$ cat config.mk
export PLATFORM = sky130hd
export DESIGN_NAME = dma_xfer_ctl
export DESIGN_NICKNAME = d
export VERILOG_FILES = /design/src/rtl/dma_xfer_pkg.sv /design/src/rtl/dma_cnt_stage.sv /design/src/rtl/dma_xfer_core.sv /design/src/rtl/dma_status.sv /design/src/rtl/dma_xfer_ctl.sv
export SDC_FILE = /design/constraint.sdc
export NUM_CORES = 1
export LEC_CHECK = 0
export BUFFER_PORTS_ARGS = -buffer_cell sky130_fd_sc_hd__buf_2
export CAP_MARGIN = 20
export CORE_MARGIN = 4
export CORE_UTILIZATION = 25
export DETAILED_ROUTE_END_ITERATION = 10
export MAX_ROUTING_LAYER = met4
export SKIP_CTS_REPAIR_TIMING = 1
export SLEW_MARGIN = 15
export SYNTH_ARGS = -nofsm -noshare
export SYNTH_HDL_FRONTEND = slang
export SYNTH_HIERARCHICAL = 1
export SYNTH_SLANG_ARGS = --single-unit
$ cat constraint.sdc
create_clock -name clk -period 2.26 [get_ports clk]
set_clock_uncertainty 0.2 [all_clocks]
set_input_delay 0.565 -clock clk [delete_from_list [all_inputs] [get_ports clk]]
set_output_delay 0.565 -clock clk [all_outputs]
set_load 0.02 [all_outputs]
$ cat src/rtl/dma_xfer_pkg.sv
package dma_xfer_pkg;
  typedef enum logic [1:0] {
    SRC_ACK  = 2'd0,
    SRC_RD   = 2'd1,
    SRC_WR   = 2'd2,
    SRC_NONE = 2'd3
  } strobe_src_e;

  localparam int unsigned ST_DONE = 0;
  localparam int unsigned ST_EOT  = 1;
  localparam int unsigned ST_ERR  = 2;
  localparam int unsigned ST_BITS = 3;

  function automatic logic pick_strobe(input logic [1:0] sel, input logic a,
                                       input logic r, input logic w);
    case (strobe_src_e'(sel))
      SRC_ACK: return a;
      SRC_RD:  return r;
      SRC_WR:  return w;
      default: return 1'b0;
    endcase
  endfunction
endpackage

$ cat src/rtl/dma_cnt_stage.sv
module dma_cnt_stage #(
  parameter int unsigned CNT_W = 32,
  localparam int unsigned NB = CNT_W / 8,
  localparam int unsigned IW = $clog2(NB)
) (
  input  logic             clk,
  input  logic             rst_n,
  input  logic             wr,
  input  logic [IW-1:0]    idx,
  input  logic [7:0]       wdata,
  output logic             commit,
  output logic [CNT_W-1:0] value
);
  logic [7:0] stage_q [NB-1];

  generate
    for (genvar i = 0; i < NB - 1; i++) begin : g_byte
      always_ff @(posedge clk or negedge rst_n) begin
        if (!rst_n) stage_q[i] <= '0;
        else if (wr && idx == IW'(i)) stage_q[i] <= wdata;
      end
      assign value[i*8 +: 8] = stage_q[i];
    end
  endgenerate

  assign value[CNT_W-1 -: 8] = wdata;
  assign commit = wr && idx == IW'(NB - 1);
endmodule

$ cat src/rtl/dma_xfer_core.sv
module dma_xfer_core #(
  parameter int unsigned CNT_W = 32
) (
  input  logic             clk,
  input  logic             rst_n,
  input  logic             start,
  input  logic             start_dir,
  input  logic [1:0]       cfg_sel,
  input  logic             cfg_nc,
  input  logic             stb_ack,
  input  logic             stb_rd,
  input  logic             stb_wr,
  input  logic             eot,
  input  logic             load_en,
  input  logic [CNT_W-1:0] load_val,
  output logic             busy,
  output logic             dir,
  output logic             nc_mode,
  output logic [CNT_W-1:0] cnt,
  output logic             evt_step,
  output logic             evt_eot,
  output logic             evt_done
);
  logic             busy_q, dir_q, nc_q;
  logic [1:0]       sel_q;
  logic [CNT_W-1:0] cnt_q;
  logic             hit, last, zero_start;

  function automatic logic [CNT_W-1:0] count_down(input logic [CNT_W-1:0] c);
    return c - CNT_W'(1);
  endfunction

  always_comb begin
    hit        = dma_xfer_pkg::pick_strobe(sel_q, stb_ack, stb_rd, stb_wr);
    last       = (cnt_q == CNT_W'(1));
    zero_start = start && !cfg_nc && (cnt_q == '0);
    evt_eot    = busy_q && eot;
    evt_step   = busy_q && !eot && !nc_q && hit;
    evt_done   = (evt_step && last) || zero_start;
  end

  always_ff @(posedge clk or negedge rst_n) begin
    if (!rst_n) begin
      busy_q <= 1'b0;
      dir_q  <= 1'b0;
      nc_q   <= 1'b0;
      sel_q  <= 2'd0;
    end else if (start) begin
      busy_q <= !zero_start;
      dir_q  <= start_dir;
      nc_q   <= cfg_nc;
      sel_q  <= cfg_sel;
    end else if (evt_eot || (evt_step && last)) begin
      busy_q <= 1'b0;
    end
  end

  always_ff @(posedge clk or negedge rst_n) begin
    if (!rst_n)        cnt_q <= '0;
    else if (load_en)  cnt_q <= load_val;
    else if (evt_step) cnt_q <= count_down(cnt_q);
  end

  assign busy    = busy_q;
  assign dir     = dir_q;
  assign nc_mode = nc_q;
  assign cnt     = cnt_q;
endmodule

$ cat src/rtl/dma_status.sv
module dma_status #(
  parameter int unsigned NBITS = 3
) (
  input  logic             clk,
  input  logic             rst_n,
  input  logic [NBITS-1:0] set,
  input  logic             clr_wr,
  input  logic [NBITS-1:0] clr_mask,
  output logic [NBITS-1:0] flags
);
  always_ff @(posedge clk or negedge rst_n) begin
    if (!rst_n) flags <= '0;
    else flags <= (flags & ~(clr_wr ? clr_mask : '0)) | set;
  end
endmodule

$ cat src/rtl/dma_xfer_ctl.sv
module dma_xfer_ctl #(
  parameter int unsigned CNT_W    = 32,
  parameter int unsigned ADDR_W   = 8,
  parameter logic [7:0]  ADDR_CMD = 8'h30,
  parameter logic [7:0]  ADDR_CNT = 8'h34,
  parameter logic [7:0]  ADDR_CFG = 8'h38,
  parameter logic [7:0]  ADDR_ST  = 8'h3C,
  parameter logic [7:0]  ADDR_IEN = 8'h3D
) (
  input  logic              clk,
  input  logic              rst_n,
  input  logic              reg_we,
  input  logic [ADDR_W-1:0] reg_addr,
  input  logic [7:0]        reg_wdata,
  output logic [7:0]        reg_rdata,
  input  logic              stb_ack,
  input  logic              stb_rd,
  input  logic              stb_wr,
  input  logic              eot_in,
  output logic              busy,
  output logic              xfer_dir,
  output logic              irq
);
  import dma_xfer_pkg::*;
  localparam int unsigned NB = CNT_W / 8;
  localparam int unsigned IW = $clog2(NB);

  logic [2:0]       cfg_q;
  logic             ien_q;
  logic             cnt_sel, cmd_valid, evt_start, evt_cmd_bad, evt_commit;
  logic             stage_commit, evt_step, evt_eot, evt_done, nc_mode;
  logic [IW-1:0]    cnt_idx;
  logic [CNT_W-1:0] stage_val, cnt;
  logic [ST_BITS-1:0] st_flags, st_set;

  always_comb begin
    cnt_sel     = (reg_addr >= ADDR_W'(ADDR_CNT)) &&
                  (reg_addr < ADDR_W'(ADDR_CNT) + ADDR_W'(NB));
    cnt_idx     = IW'(reg_addr - ADDR_W'(ADDR_CNT));
    cmd_valid   = reg_we && reg_addr == ADDR_W'(ADDR_CMD) && reg_wdata[7:1] == '0;
    evt_start   = cmd_valid && !busy;
    evt_cmd_bad = cmd_valid && busy;
    evt_commit  = stage_commit && !busy;
  end

  always_ff @(posedge clk or negedge rst_n) begin
    if (!rst_n) begin
      cfg_q <= '0;
      ien_q <= 1'b0;
    end else if (reg_we) begin
      if (reg_addr == ADDR_W'(ADDR_CFG)) cfg_q <= reg_wdata[2:0];
      if (reg_addr == ADDR_W'(ADDR_IEN)) ien_q <= reg_wdata[0];
    end
  end

  dma_cnt_stage #(.CNT_W(CNT_W)) u_stage (
    .clk(clk), .rst_n(rst_n), .wr(reg_we && cnt_sel), .idx(cnt_idx),
    .wdata(reg_wdata), .commit(stage_commit), .value(stage_val)
  );

  dma_xfer_core #(.CNT_W(CNT_W)) u_core (
    .clk(clk), .rst_n(rst_n), .start(evt_start), .start_dir(reg_wdata[0]),
    .cfg_sel(cfg_q[1:0]), .cfg_nc(cfg_q[2]), .stb_ack(stb_ack),
    .stb_rd(stb_rd), .stb_wr(stb_wr), .eot(eot_in), .load_en(evt_commit),
    .load_val(stage_val), .busy(busy), .dir(xfer_dir), .nc_mode(nc_mode),
    .cnt(cnt), .evt_step(evt_step), .evt_eot(evt_eot), .evt_done(evt_done)
  );

  always_comb begin
    st_set          = '0;
    st_set[ST_DONE] = evt_done;
    st_set[ST_EOT]  = evt_eot;
    st_set[ST_ERR]  = evt_cmd_bad;
  end

  dma_status #(.NBITS(ST_BITS)) u_status (
    .clk(clk), .rst_n(rst_n), .set(st_set),
    .clr_wr(reg_we && reg_addr == ADDR_W'(ADDR_ST)),
    .clr_mask(reg_wdata[ST_BITS-1:0]), .flags(st_flags)
  );

  assign irq = st_flags[ST_DONE] && ien_q;

  always_comb begin
    reg_rdata = '0;
    if (cnt_sel)                             reg_rdata = 8'(cnt >> (8 * cnt_idx));
    else if (reg_addr == ADDR_W'(ADDR_CFG))  reg_rdata = {5'd0, cfg_q};
    else if (reg_addr == ADDR_W'(ADDR_ST))   reg_rdata = {4'd0, busy, st_flags};
    else if (reg_addr == ADDR_W'(ADDR_IEN))  reg_rdata = {7'd0, ien_q};
  end
endmodule

---- Word-level counts from Yosys, hierarchy flattened ----
Cells that the tools add are included.
word-level totals
  word-level logic and storage cells ...... 74
  flip-flop bits (word level) ............. 68
operators by class
  order comparisons ....................... 2
  equal/unequal tests ..................... 10
  muxes and demuxes ....................... 10
  reduce and logical (&&, ||, !) cells .... 35
  bitwise operators ....................... 3
  shift-type cells ........................ 1
  $add $sub $neg .......................... 2
operators with widths
  kind                   count
  $mux 32                2
  $eq 32x1->1 const B    1
  $eq 8x6->1 const B     4
  $logic_not 32->1       1
  $shr 32x5->8           1
  $sub 32x1->32 const B  1
  $logic_and 1x1->1      20
  $ge 8x6->1 const B     1
  $lt 8x6->1 const B     1
  $mux 4                 2
  $mux 8                 1
  $logic_not 7->1        1
  $eq 2x2->1 const B     3
  $logic_not 1->1        5
  $eq 2x1->1 const B     2
  $logic_not 2->1        2
  $reduce_and 2->1       2
  $reduce_bool 2->1      2
  $and 3x3->3            1
  $mux 1                 3
  $mux 3                 1
  $not 3->3              1
  $or 3x3->3             1
  $pmux 1 s3             1
  2 further kinds        3

---- Depth between registers and ports, before layout ----
  word-level depth ........................ 8
  mapped depth ............................ 9

---- Cells and area by module ----
The synthesis kept the hierarchy.
by module, submodules not included
  module         sequential area each (µm²)  cells an instance  instances  area each (µm²)
  dma_xfer_core  925.9                       236                1          2337.2
  dma_cnt_stage  600.6                       60                 1          979.7
  dma_xfer_ctl   100.1                       57                 1          646.9
  dma_status     75.1                        9                  1          108.9

---- Worst setup path after synthesis ----
No wires, ideal clock.
  kind .................................... input -> register
  start ................................... input port reg_addr[6]
  end ..................................... register u_core.cnt_q[25] (netlist: u_core/cnt[25])
  path slack .............................. -0.565 ns
  cell stages on the path ................. 9
  buffers on the path ..................... 2
  setup time .............................. 0.076 ns
  data required time ...................... 1.984 ns
  data arrival time ....................... 2.549 ns
  cell sequence ........................... and4bb_4 nand3b_1 nor2_1 and3_2 nor2b_1 buf_1 clkbuf_1 nand2_1 o21ai_1
on the way
  longest elaborated chain between the ends .. 6
  elaborated cells on any way between the ends .. 8
ends and longest elaborated chain
  item                                          RTL line                                text
  start, declared                               dma_xfer_ctl.sv:13                      input logic [ADDR_W-1:0] reg_addr,
  $ge 8x6->1 or $lt 8x6->1 (tied branches)      dma_xfer_ctl.sv:37, dma_xfer_ctl.sv:38
  $logic_and 1x1->1 (*)                         dma_xfer_ctl.sv:37                      cnt_sel = (reg_addr >= ADDR_W'(ADDR_CNT)) &&
  $logic_and 1x1->1 (*)                         dma_xfer_ctl.sv:57                      .clk(clk), .rst_n(rst_n), .wr(reg_we && cnt_sel), .idx(cnt_idx),
  $logic_and 1x1->1 (*)                         dma_cnt_stage.sv:27                     assign commit = wr && idx == IW'(NB - 1);
  net stage_commit                              dma_xfer_ctl.sv:31                      logic stage_commit, evt_step, evt_eot, evt_done, nc_mode;
  $logic_and 1x1->1 (*)                         dma_xfer_ctl.sv:43                      evt_commit = stage_commit && !busy;
  net evt_commit                                dma_xfer_ctl.sv:30                      logic cnt_sel, cmd_valid, evt_start, evt_cmd_bad, evt_commit;
  $mux 32 or $reduce_bool 2->1 (tied branches)  -
  end signal, assigned                          dma_xfer_core.sv:60                     else if (load_en) cnt_q <= load_val;
  end signal, assigned                          dma_xfer_core.sv:61                     else if (evt_step) cnt_q <= count_down(cnt_q);
  end, declared                                 dma_xfer_core.sv:26                     logic [CNT_W-1:0] cnt_q;
Mark *: on every way through the listed nets, which the timed path passes. The rest lies on a longest branch.
A chain may end at the register's enable or synchronous reset.

---- Worst setup path in the final report ----
  start ................................... register u_core.cnt_q[14] (netlist: u_core/cnt[14])
  end ..................................... output port reg_rdata[6]
on the way
  longest elaborated chain between the ends .. 2
ends and longest elaborated chain
  item           RTL line            text
  $shr 32x5->8   dma_xfer_ctl.sv:86  if (cnt_sel) reg_rdata = 8'(cnt >> (8 * cnt_idx));
  $mux 8         dma_xfer_ctl.sv:86
  end, declared  dma_xfer_ctl.sv:15  output logic [7:0] reg_rdata,
Every way passes these cells.

==> reports/results.ini <==
[detailed_routing]
top_layer = met4
drc_errors = 0
met3_length_um = 800
met1_length_um = 5210
wl_met2_um = 5710
drt-pass1-iter-count = 5
ant_nets = 0
drt-initial-drc-count = 320
routedWlPerCell_um = 17.8
vias_per_cell = 4.87
vias = 3329
drt_wl_total_um = 12200

[power]
peakVddDrop_mv = 0.263
p_leak_nw = 2.38
power_density_nw_per_um2 = 631

[clock_network]
tritoncts = done
root_buffer = clkbuf_16
clock-sinks = 68
cts_inserted_buffers = 9
cts_buffer_depth = 2
clk_pin_slew_worst_paths_ns = 0.06
cts_max_level = 3
worstSkewPairLatency_ns = 0.34

[setup_path]
reg2reg_to = u_core/cnt[22]
max_stage_delay_ns = 0.46
cp.required_ns = 1.49
r2r_cells = 7
r2r_setup_slack_ns = 0.06
worstSetupPathType = register to output pin
crit_path_start = u_core/cnt[14]
crit_family = multiplexers
critPathMaxFanout = 3
cp.buffers_inverters = 2
critical_path_arrival_ns = 1.62
cp_num_cells = 4
cp-end-kind = output pin
critPathLaunchType = register
r2r_start = u_core/cnt[9]
crit_end = reg_rdata[6]
cp_slowest_cell = mux4_2
path_cells = buf_4, mux4_2, nor2b_1, buf_2

[synthesis]
syn_nets = 387
synthCells = 362
synth_ff_type = dfrtp_1
synth_cell_types = 58
yosysSeqAreaShare_pct = 41.8
synth_area_per_cell_um2 = 11.3
ys_seq_elements = 68
synth_edf_count = 0
netlist_area_um2 = 4070
async_flop_share_pct = 100
ys.warnings.count = 6

[global_routing]
grt-ovfl-total = 0
antenna_found_initial = 1
grt_usage_pct = 13.0
grt_pass1_vias = 3197
grt_max_degree = 69
grt_pass1_wl_um = 17800

[floorplan]
die_h_um = 136
die_w_um = 136
core_area_um2 = 15900
io_pins = 34
rows = 46
initial_utilization_pct = 25.5
dieArea_um2 = 18400

[placed_design]
dp_hpwl_um = 8430
routabilityCongestion = 0.895
placed_area_um2 = 4880
dp_slack_ns = -0.291
port_buffers = 33

[timing]
finalSetupViolations = 8
max_freq_ghz = 0.419
layout_setup_ws_ns = -0.125
timing.final.crit_share_pct = 106
finalHoldViolCount = 0
rsz0062_at_grt = true
max_slew_margin_pct = 63.9
fin_crit_ns = 2.39
whs_ns = 0.0246
final-max-slew-violation-count = 0
tightest_slew_ns = 0.537
setup_tns_ns = -0.765

[status]
violations = setup timing
status = finished, violations left

[cells_and_area]
syn2layout_area_growth_pct = 37.3
drive_above_1_share_pct = 49.9
final_nets = 487
finish.instance_area_um2 = 5590

[job]
cap_violations = 0

[min_path]
hold_class = primary input to async pin

[metrics by stage]
stage | total power [mW] | cells | utilization (%)
2_1_floorplan | 1.69 | 362 | -
3_3_place_gp | 1.91 | 644 | 30.6
3_5_place_dp | 1.93 | 644 | 30.6
4_1_cts | 3.43 | 660 | 32.6
5_1_grt | 3.66 | 684 | 35.1
6_report | 3.53 | 684 | 35.1
[Yosys cell counts (all sizes together) (8+ instances only)]
library cell  instances  area share, %
dfrtp                68             42
mux2                 39             11
nand2                33            3.0
o21ai                26            3.3
nor4                 22            5.3
nor3                 18            2.9
buf                  16            3.2
xnor2                14            3.0
xor2                 14            3.0
inv                  11            1.0
nand3                10            1.7
mux4                  8            5.0
[power breakdown]
group	total [mW]	internal (mW)	switching [mW]
Sequential	1.39	1.29	0.0925
Clock	1.50	0.967	0.532
Combinational	0.642	0.308	0.334
Total	3.53	2.57	0.958
[per-layer routing]
layer / vias to the layer above / track usage [%]
li1: 1541 / -
met3: 32 / 2.97
met5: - / -
met2: 149 / 19.9
met1: 1607 / 16.6
met4: 0 / 5.88
[cells by family (layout without fill, tap and decap cells)]
logic type	after synthesis	after routing	synth area share [%]
DFF	68	68	41.8
and+or+nand+nor	137	137	22.6
other	0	1	0
adders and majority gates	2	2	0.614
AOI/OAI and AO/OA	46	47	8.05
buffers and inverters	32	136	4.64
muxes	49	49	16.3
xor gates and xnor gates	28	28	6.02
[state kept, by name, indices dropped and copies added (netlist names)]
name and cells:
cfg_q 3, ien_q 1, u_status/flags 3, u_core/nc_mode 1, u_core/sel_q 2, u_core/busy 1
u_stage/value 24, u_core/cnt 32, u_core/dir 1
[layout by cell type, fill, tap and decap left out, types with 3 or more instances in the layout]
cell type and instances:
buf_12 5, buf_2 26, xor2_1 14, o21ai_0 19
o21a_1 5, a21o_1 3, nor4_4 6, or2_2 5
nor3_1 15, dfrtp_2 16, nor3b_4 3, nor2b_1 3
buf_4 69, mux2_2 26, nand3_1 7, nor4_2 8
xnor2_1 14, nand4_1 7, o31a_1 3, nor2_1 6
nand2_1 32, buf_6 6, clkbuf_16 10, mux4_2 7
nor4_1 8, o21ai_1 6, dfrtp_1 52, nand2b_1 4
nand4b_1 4, mux2_4 10, mux2_1 3, or3_1 6
inv_1 10
[worst min-delay path by stage]
| stage | start | end | slack [ns] |
|---|---|---|---|
| 4_1_cts | rst_n | u_core/cnt[28] | 0.05 |
| 2_1_floorplan | rst_n | cfg_q[0] | 0.07 |
| 3_5_place_dp | u_status/flags[2] | u_status/flags[2] | 0.27 |
| 3_3_place_gp | u_status/flags[2] | u_status/flags[2] | 0.26 |
| 5_1_grt | rst_n | ien_q | 0.06 |
| 6_report | rst_n | ien_q | 0.02 |
[worst register-to-register path, stage by stage (launching register included)]
cell       delay, ns
dfrtp_2         0.43
buf_4           0.15
nor3_4          0.21
buf_4           0.19
o2111ai_4       0.19
nor4_4          0.33
xor2_1          0.12
mux2_4          0.27
[final cells by class]
class	count	area, um2
diodes	1	2.50
clock buffers	10	229
clock inverters	6	87.6
fillers	1566	10300
inverters	11	41.3
multi-input cells	263	2370
flip-flops and latches	68	1720
well taps	216	270
repair buffers	109	871
(Power assumes the default switching activity.)
